[src/rtl/msu_pkg.sv]
package msu_pkg;
  localparam int NUM_LINES = 4;
  localparam int SYNC_STAGES = 2;

  // line index = change flag position
  localparam int LN_CTS = 0;
  localparam int LN_DSR = 1;
  localparam int LN_RI  = 2;
  localparam int LN_CD  = 3;

  localparam int MSR_W = 2 * NUM_LINES;

  typedef enum logic {EDGE_ANY = 1'b0, EDGE_FALL = 1'b1} edge_kind_e;

  function automatic edge_kind_e line_edge(input int idx);
    return (idx == LN_RI) ? EDGE_FALL : EDGE_ANY;
  endfunction

  // control bit driving each line in loopback
  function automatic int lb_src(input int idx);
    case (idx)
      LN_CTS:  return 1;
      LN_DSR:  return 0;
      LN_RI:   return 2;
      default: return 3;
    endcase
  endfunction

  // status word position of each line level
  function automatic int lvl_pos(input int idx);
    case (idx)
      LN_CTS:  return 5;
      LN_DSR:  return 4;
      LN_RI:   return 6;
      default: return 7;
    endcase
  endfunction
endpackage

[src/rtl/msu_sync.sv]
module msu_sync #(
  parameter int   WIDTH   = 4,
  parameter int   STAGES  = 2,
  parameter logic RST_VAL = 1'b1
) (
  input  logic             clk_i,
  input  logic             rst_ni,
  input  logic [WIDTH-1:0] d_i,
  output logic [WIDTH-1:0] q_o
);
  logic [WIDTH-1:0] stg_q [STAGES];

  for (genvar s = 0; s < STAGES; s++) begin : g_stage
    logic [WIDTH-1:0] stg_d;
    if (s == 0) begin : g_first
      assign stg_d = d_i;
    end else begin : g_next
      assign stg_d = stg_q[s-1];
    end
    always_ff @(posedge clk_i or negedge rst_ni) begin
      if (!rst_ni) stg_q[s] <= {WIDTH{RST_VAL}};
      else         stg_q[s] <= stg_d;
    end
  end

  assign q_o = stg_q[STAGES-1];
endmodule

[src/rtl/msu_src_sel.sv]
module msu_src_sel
  import msu_pkg::*;
#(
  parameter int N = NUM_LINES
) (
  input  logic         loopback_i,
  input  logic [N-1:0] pin_act_i,
  input  logic [N-1:0] mcr_i,
  output logic [N-1:0] lvl_o
);
  for (genvar i = 0; i < N; i++) begin : g_line
    localparam int SRC = lb_src(i);
    assign lvl_o[i] = loopback_i ? mcr_i[SRC] : pin_act_i[i];
  end
endmodule

[src/rtl/msu_delta.sv]
module msu_delta
  import msu_pkg::*;
#(
  parameter int N = NUM_LINES
) (
  input  logic         clk_i,
  input  logic         rst_ni,
  input  logic [N-1:0] lvl_i,
  input  logic         rd_i,
  output logic [N-1:0] lvl_o,
  output logic [N-1:0] delta_o
);
  logic [N-1:0] lvl_q, delta_q, set_vec, delta_d;

  for (genvar i = 0; i < N; i++) begin : g_line
    localparam edge_kind_e KIND = line_edge(i);
    if (KIND == EDGE_FALL) begin : g_fall
      assign set_vec[i] = lvl_q[i] & ~lvl_i[i];

      // a rising status bit leaves a clear flag clear
      p_rise_quiet_r5: assert property (@(posedge clk_i) disable iff (!rst_ni)
        (!lvl_q[i] && lvl_i[i] && !delta_q[i]) |=> !delta_q[i]);
    end else begin : g_any
      assign set_vec[i] = lvl_q[i] ^ lvl_i[i];

      // any change sets the flag
      p_any_edge_r4: assert property (@(posedge clk_i) disable iff (!rst_ni)
        (lvl_q[i] != lvl_i[i]) |=> delta_q[i]);
    end

    // flag holds until read
    p_sticky_r6: assert property (@(posedge clk_i) disable iff (!rst_ni)
      (delta_q[i] && !rd_i) |=> delta_q[i]);

    // set wins over clear
    p_collide_r7: assert property (@(posedge clk_i) disable iff (!rst_ni)
      (rd_i && (lvl_q[i] != lvl_i[i]) && lvl_q[i]) |=> delta_q[i]);
  end

  // set takes priority over a coincident read
  assign delta_d = (delta_q & {N{~rd_i}}) | set_vec;

  always_ff @(posedge clk_i or negedge rst_ni) begin
    if (!rst_ni) begin
      lvl_q   <= '0;
      delta_q <= '0;
    end else begin
      lvl_q   <= lvl_i;
      delta_q <= delta_d;
    end
  end

  // a quiet read clears every flag
  p_clear_r6: assert property (@(posedge clk_i) disable iff (!rst_ni)
    (rd_i && lvl_i == lvl_q) |=> delta_q == '0);

  // read leaves the levels alone
  p_lvl_keep_r6: assert property (@(posedge clk_i) disable iff (!rst_ni)
    (rd_i && $stable(lvl_i)) |=> lvl_q == $past(lvl_q));

  assign lvl_o   = lvl_q;
  assign delta_o = delta_q;
endmodule

[src/rtl/modem_status_unit.sv]
module modem_status_unit
  import msu_pkg::*;
(
  input  logic             clk_i,
  input  logic             rst_ni,
  input  logic             cts_ni,
  input  logic             dsr_ni,
  input  logic             ri_ni,
  input  logic             cd_ni,
  input  logic             loopback_i,
  input  logic [3:0]       mcr_i,
  input  logic             rd_stb_i,
  input  logic             msi_en_i,
  output logic [MSR_W-1:0] msr_o,
  output logic             irq_o
);
  logic [NUM_LINES-1:0] pin_raw_n, pin_sync_n, pin_act, lvl_cur, lvl_q, delta_q;

  assign pin_raw_n[LN_CTS] = cts_ni;
  assign pin_raw_n[LN_DSR] = dsr_ni;
  assign pin_raw_n[LN_RI]  = ri_ni;
  assign pin_raw_n[LN_CD]  = cd_ni;

  msu_sync #(
    .WIDTH  (NUM_LINES),
    .STAGES (SYNC_STAGES),
    .RST_VAL(1'b1)
  ) u_sync (
    .clk_i (clk_i),
    .rst_ni(rst_ni),
    .d_i   (pin_raw_n),
    .q_o   (pin_sync_n)
  );

  assign pin_act = ~pin_sync_n;

  msu_src_sel #(.N(NUM_LINES)) u_src (
    .loopback_i(loopback_i),
    .pin_act_i (pin_act),
    .mcr_i     (mcr_i),
    .lvl_o     (lvl_cur)
  );

  msu_delta #(.N(NUM_LINES)) u_delta (
    .clk_i  (clk_i),
    .rst_ni (rst_ni),
    .lvl_i  (lvl_cur),
    .rd_i   (rd_stb_i),
    .lvl_o  (lvl_q),
    .delta_o(delta_q)
  );

  always_comb begin
    msr_o = '0;
    for (int i = 0; i < NUM_LINES; i++) begin
      msr_o[i]          = delta_q[i];
      msr_o[lvl_pos(i)] = lvl_q[i];
    end
  end

  assign irq_o = msi_en_i & (|delta_q);

  // disabled source never requests
  p_irq_gate_r8: assert property (@(posedge clk_i) disable iff (!rst_ni)
    !msi_en_i |-> !irq_o);

  // request only with a pending flag
  p_irq_cause_r8: assert property (@(posedge clk_i) disable iff (!rst_ni)
    irq_o |-> (msr_o[NUM_LINES-1:0] != '0));

  // loopback level follows control bits after one edge
  p_lb_follow_r9: assert property (@(posedge clk_i) disable iff (!rst_ni)
    loopback_i |=> (msr_o[5] == $past(mcr_i[1])) && (msr_o[4] == $past(mcr_i[0]))
                   && (msr_o[6] == $past(mcr_i[2])) && (msr_o[7] == $past(mcr_i[3])));
endmodule

[config.mk]
export PLATFORM = sky130hd
export DESIGN_NAME = modem_status_unit
export DESIGN_NICKNAME = d
export VERILOG_FILES = /design/src/rtl/msu_pkg.sv /design/src/rtl/msu_sync.sv /design/src/rtl/msu_src_sel.sv /design/src/rtl/msu_delta.sv /design/src/rtl/modem_status_unit.sv
export SDC_FILE = /design/constraint.sdc
export NUM_CORES = 1
export LEC_CHECK = 0
export ABC_AREA = 1
export BUFFER_PORTS_ARGS = -buffer_cell sky130_fd_sc_hd__buf_2
export CORE_AREA = 2 2 39 41
export CTS_BUF_LIST = sky130_fd_sc_hd__clkbuf_4 sky130_fd_sc_hd__clkbuf_8
export DETAILED_ROUTE_END_ITERATION = 6
export DIE_AREA = 0 0 41 43
export GPL_TIMING_DRIVEN = 1
export PLACE_DENSITY = 0.75
export SLEW_MARGIN = 10
export SYNTH_ARGS = -nofsm -noshare
export SYNTH_HDL_FRONTEND = slang
export SYNTH_SLANG_ARGS = --single-unit
[constraint.sdc]
create_clock -name clk_i -period 2.5 [get_ports clk_i]
set_input_delay 0.5 -clock clk_i [delete_from_list [all_inputs] [get_ports clk_i]]
set_output_delay 0.5 -clock clk_i [all_outputs]
set_load 0.1 [all_outputs]
## Word-level counts from Yosys, hierarchy flattened

Cells that the tools add are included.

- Register bits after elaboration: 16
- Input port bits: 13
- Output and inout bits: 9
- Word-level logic and storage cells: 19

- Multiplexer cells: 4
- Bitwise operators: 10
- Reduce and logical (&&, ||, !) cells: 1

Operators with widths:

| operator | count |
|---|---|
| bitwise AND 4 bit | 1 |
| 2-to-1 mux 1 bit | 4 |
| NOT 4 bit | 1 |
| bitwise OR 4 bit | 1 |
| OR reduction 4 bit | 1 |
| XOR 1 bit | 3 |
| bitwise AND 1 bit | 2 |
| NOT 1 bit | 2 |

## Longest topological paths before layout

- Depth in word-level cells: 5
- Depth in mapped cells: 5
- Gate-level depth less buffers: 4

## Hierarchy

A second synthesis with hierarchy kept.

- Cell total of the unflattened synthesis: 59
- Area total of the unflattened synthesis: 581.8 um^2

By module, submodules not included:

| module | times used | cells an instance | area an instance (um^2) | seq. area each (um^2) |
|---|---|---|---|---|
| msu_delta | 1 | 30 | 291.5 | 200.2 |
| msu_sync | 1 | 8 | 210.2 | 210.2 |
| msu_src_sel | 1 | 13 | 48.8 | 0.0 |
| modem_status_unit | 1 | 8 | 31.3 | 0.0 |

## Least setup slack after synthesis

Ideal clock, no wire load.

- Path kind: reg2out
- Start: register u_delta.delta_q[3], in the netlist u_delta.delta_o[3]
- End: output port irq_o
- Arrival: 3241 ps
- Required time: 2000 ps
- Slack: -1241 ps
- Stages on the path, launching flop included: 3
- Path buffers: 0
- Cells stage by stage: dfrtp_1 nor2_1 a21boi_0

- Longest elaborated chain between the ends: 2

Ends and longest elaborated chain:

| item | RTL line | text |
|---|---|---|
| start, declared | msu_delta.sv:13 | `logic [N-1:0] lvl_q, delta_q, set_vec, delta_d;` |
| start signal, assigned | msu_delta.sv:49 | `delta_q <= delta_d;` |
| OR reduction 4 bit | modem_status_unit.sv:61 | `assign irq_o = msi_en_i & (\|delta_q);` |
| bitwise AND 1 bit | modem_status_unit.sv:61 |  |
| end, declared | modem_status_unit.sv:15 | `output logic irq_o` |

No other way between the ends.

## Worst setup path in the final report

- Start: register u_delta.delta_q[2], in the netlist u_delta.delta_o[2]
- End: output port irq_o

The elaborated chain is that of the path after synthesis.

==> flow_summary.json <==
{
  "status": "finished clean",
  "gp_congestion": 0.653,
  "worstPathRequired_ps": 2000,
  "clock_latency_ps": 280,
  "grt_pass1_vias": 445,
  "maxCapViolCount": 0,
  "grt_antenna_before_repair": 0,
  "viasPerCell": 4.58,
  "grt_pass1_wl_microns": 1660,
  "crit_path_start_kind": "flip-flop",
  "layout_commonest_cell": "nand2_1",
  "power_density_mw_per_mm2": 817,
  "start_util_pct": 44.3,
  "cts_resized": 0,
  "clk_path_buf_depth": 2,
  "switchingPower_mw": 0.225,
  "combPwrFrac_pct": 26.7,
  "syn2layout_area_growth_pct": 25.1,
  "post-route-period-util_pct": 70.1,
  "chipHeight_microns": 43,
  "cts_tree": "built",
  "relSlewSlack_pct": 67.9,
  "die_area_sq_mm": 0.00176,
  "path_clk_slew_ps": 90,
  "cts_buffers": 3,
  "peakVddDrop_mv": 0.419,
  "crit_slowest_cell": "buf_2",
  "fin_util_pct": 55.4,
  "core_sq_mm": 0.00138,
  "grt_start_max_net_pins": 17,
  "dpl_worst_slack_ps": 867,
  "multi_input_area_sq_um": 165,
  "fmax_mhz": 570,
  "post_drt_wl_per_cell_microns": 9.65,
  "final-seq-area_sq_um": 410,
  "power_mw": 0.626,
  "fin_tns_setup_ps": 0,
  "synth_area_sq_um": 613,
  "ant_nets": 0,
  "yosys_register_bits": 16,
  "worst_pin_slew_ps": 485,
  "post-route-min-period_ps": 1750,
  "die_w_microns": 41,
  "drt-total-wl_microns": 975,
  "critPathMaxFanout": 3,
  "cp-end-kind": "primary output",
  "io_buffers": 21,
  "io_pins": 22,
  "drt_iter0_drc": 1,
  "final_cells": 101,
  "p_int_mw": 0.401,
  "num_vias": 463,
  "drc": 0,
  "hold_viol": 0,
  "layout_common_cells": "nand2_1, buf_2, dfrtp_1, dfstp_2",
  "power_frac_seq_pct": 47.0,
  "yosysSeqAreaShare_pct": 66.9,
  "holdBufCountCts": 0,
  "path_buf_inv": 1,
  "rsz0062_at_grt": "false",
  "postSynthAreaPerCell_sq_um": 10.1,
  "htreeDepth": 1,
  "cts_root_buf": "clkbuf_4",
  "setup_ws_ps": 746,
  "grt-ovfl-total": 0,
  "ys_types": 11,
  "r2r_slack_ps": 1650,
  "syn_inst": 61,
  "placed_cells": 97,
  "p_sw_share_pct": 35.9,
  "synth_nets": 74,
  "holdCritPathClass": "input pin to async pin",
  "post_cts_buffers": 0,
  "antennaDiodeCount": 0,
  "slew_violations": 0,
  "skew_ps": 1.54,
  "cts_sinks": 16,
  "grt_usage_pct": 14.8,
  "setup_viol": 0,
  "p_clk_share_pct": 26.3,
  "fill_cells": 137,
  "cp_cell_sequence": "nor2_1 -> a21boi_2 -> buf_2",
  "yosysWarningCount": 0,
  "power_leakage_nw": 0.414,
  "crit_type": "flip-flop to primary output",
  "place_hpwl_microns": 775,
  "fp-row-count": 14,
  "crit_family": "buffers and inverters",
  "cp_data_arrival_time_ps": 1250,
  "drive_gt1_share_pct": 41.2,
  "firstDrtPassIters": 3,
  "fin_nets": 99,
  "cp_slowest_stage_delay_ps": 430
}
-- final cells by class --
cell class                      instances  share of cell area (%)
Multi-Input combinational cell         36                    21.5
Sequential cell                        16                    53.5
Clock buffer                            4                    4.73
Tap cell                               16                    2.61
Inverter                                8                    3.92
Timing Repair Buffer                   21                    13.7
-- power by group through the flow --
stage | clock (mW) | sequential [mW] | combinational [mW]
CTS | 0.176 | 0.295 | 0.169
finish | 0.165 | 0.295 | 0.167
global placement | 0 | 0.298 | 0.167
detailed placement | 0 | 0.300 | 0.169
floorplan | 0 | 0.396 | 0.0372
global route | 0.183 | 0.298 | 0.178
-- synthesized netlist by cell type --
library cell / n / area share [%]
nand3b_1: 3 / 3.7
inv_2: 1 / 0.61
nand3_1: 7 / 5.7
buf_6: 1 / 1.8
or2_1: 1 / 1.0
nor2_1: 2 / 1.2
a21boi_0: 1 / 1.2
dfrtp_1: 8 / 33
inv_1: 7 / 4.3
dfstp_2: 8 / 34
nand2_1: 22 / 13
-- metrics by stage --
stage                     instance area, sq um  hold WS, ps
final                                      767          106
after global placement                     731          345
after CTS                                  767          107
after floorplan                            617          204
after global routing                       767          112
after detailed placement                   731          347
-- registers in the layout, indices dropped and copies added, names as in the netlist --
register and count:
u_delta.lvl_o 4, u_sync.q_o 4, u_delta.delta_o 4, u_sync.g_stage.stg_d 4
-- worst reg2reg max path: cells and delay by family, from the launching register on --
family        cells  cell delay (ps)
simple gates      3              230
flops             1              530
buf+inv           1               30
-- logic make-up (layout without fill, tap and decap cells) --
| kind of cell | count (synthesis) | in the layout | share of synthesized area, % |
|---|---|---|---|
| AO/OA/AOI/OAI | 1 | 1 | 1.22 |
| buffers and inverters | 9 | 33 | 6.73 |
| flip-flops | 16 | 16 | 66.9 |
| AND/OR/NAND/NOR | 35 | 35 | 25.1 |
-- path summary, 6_finish.rpt --
path / from / end / cells past startpoint
max: u_delta.delta_o[2] / irq_o / 3
max in group asynchronous: rst_ni / u_sync.q_o[2] / 1
max reg2reg: u_sync.q_o[0] / u_delta.delta_o[0] / 4
min reg2reg: u_sync.g_stage[1].stg_d[0] / u_sync.q_o[0] / 0
min: rst_ni / u_delta.delta_o[0] / 1
min in group clk_i: cts_ni / u_sync.g_stage[1].stg_d[0] / 1
-- per-layer routing --
| metal | part of all wire, % | GRT usage, % | up-vias |
|---|---|---|---|
| met5 | 0 | 0 | - |
| met4 | 1.5 | 12.0 | 0 |
| met1 | 42 | 15.7 | 210 |
| met2 | 50 | 22.5 | 13 |
| met3 | 5.6 | 4.71 | 2 |
| li1 | - | - | 238 |
Power figures use the tool's default switching activity.
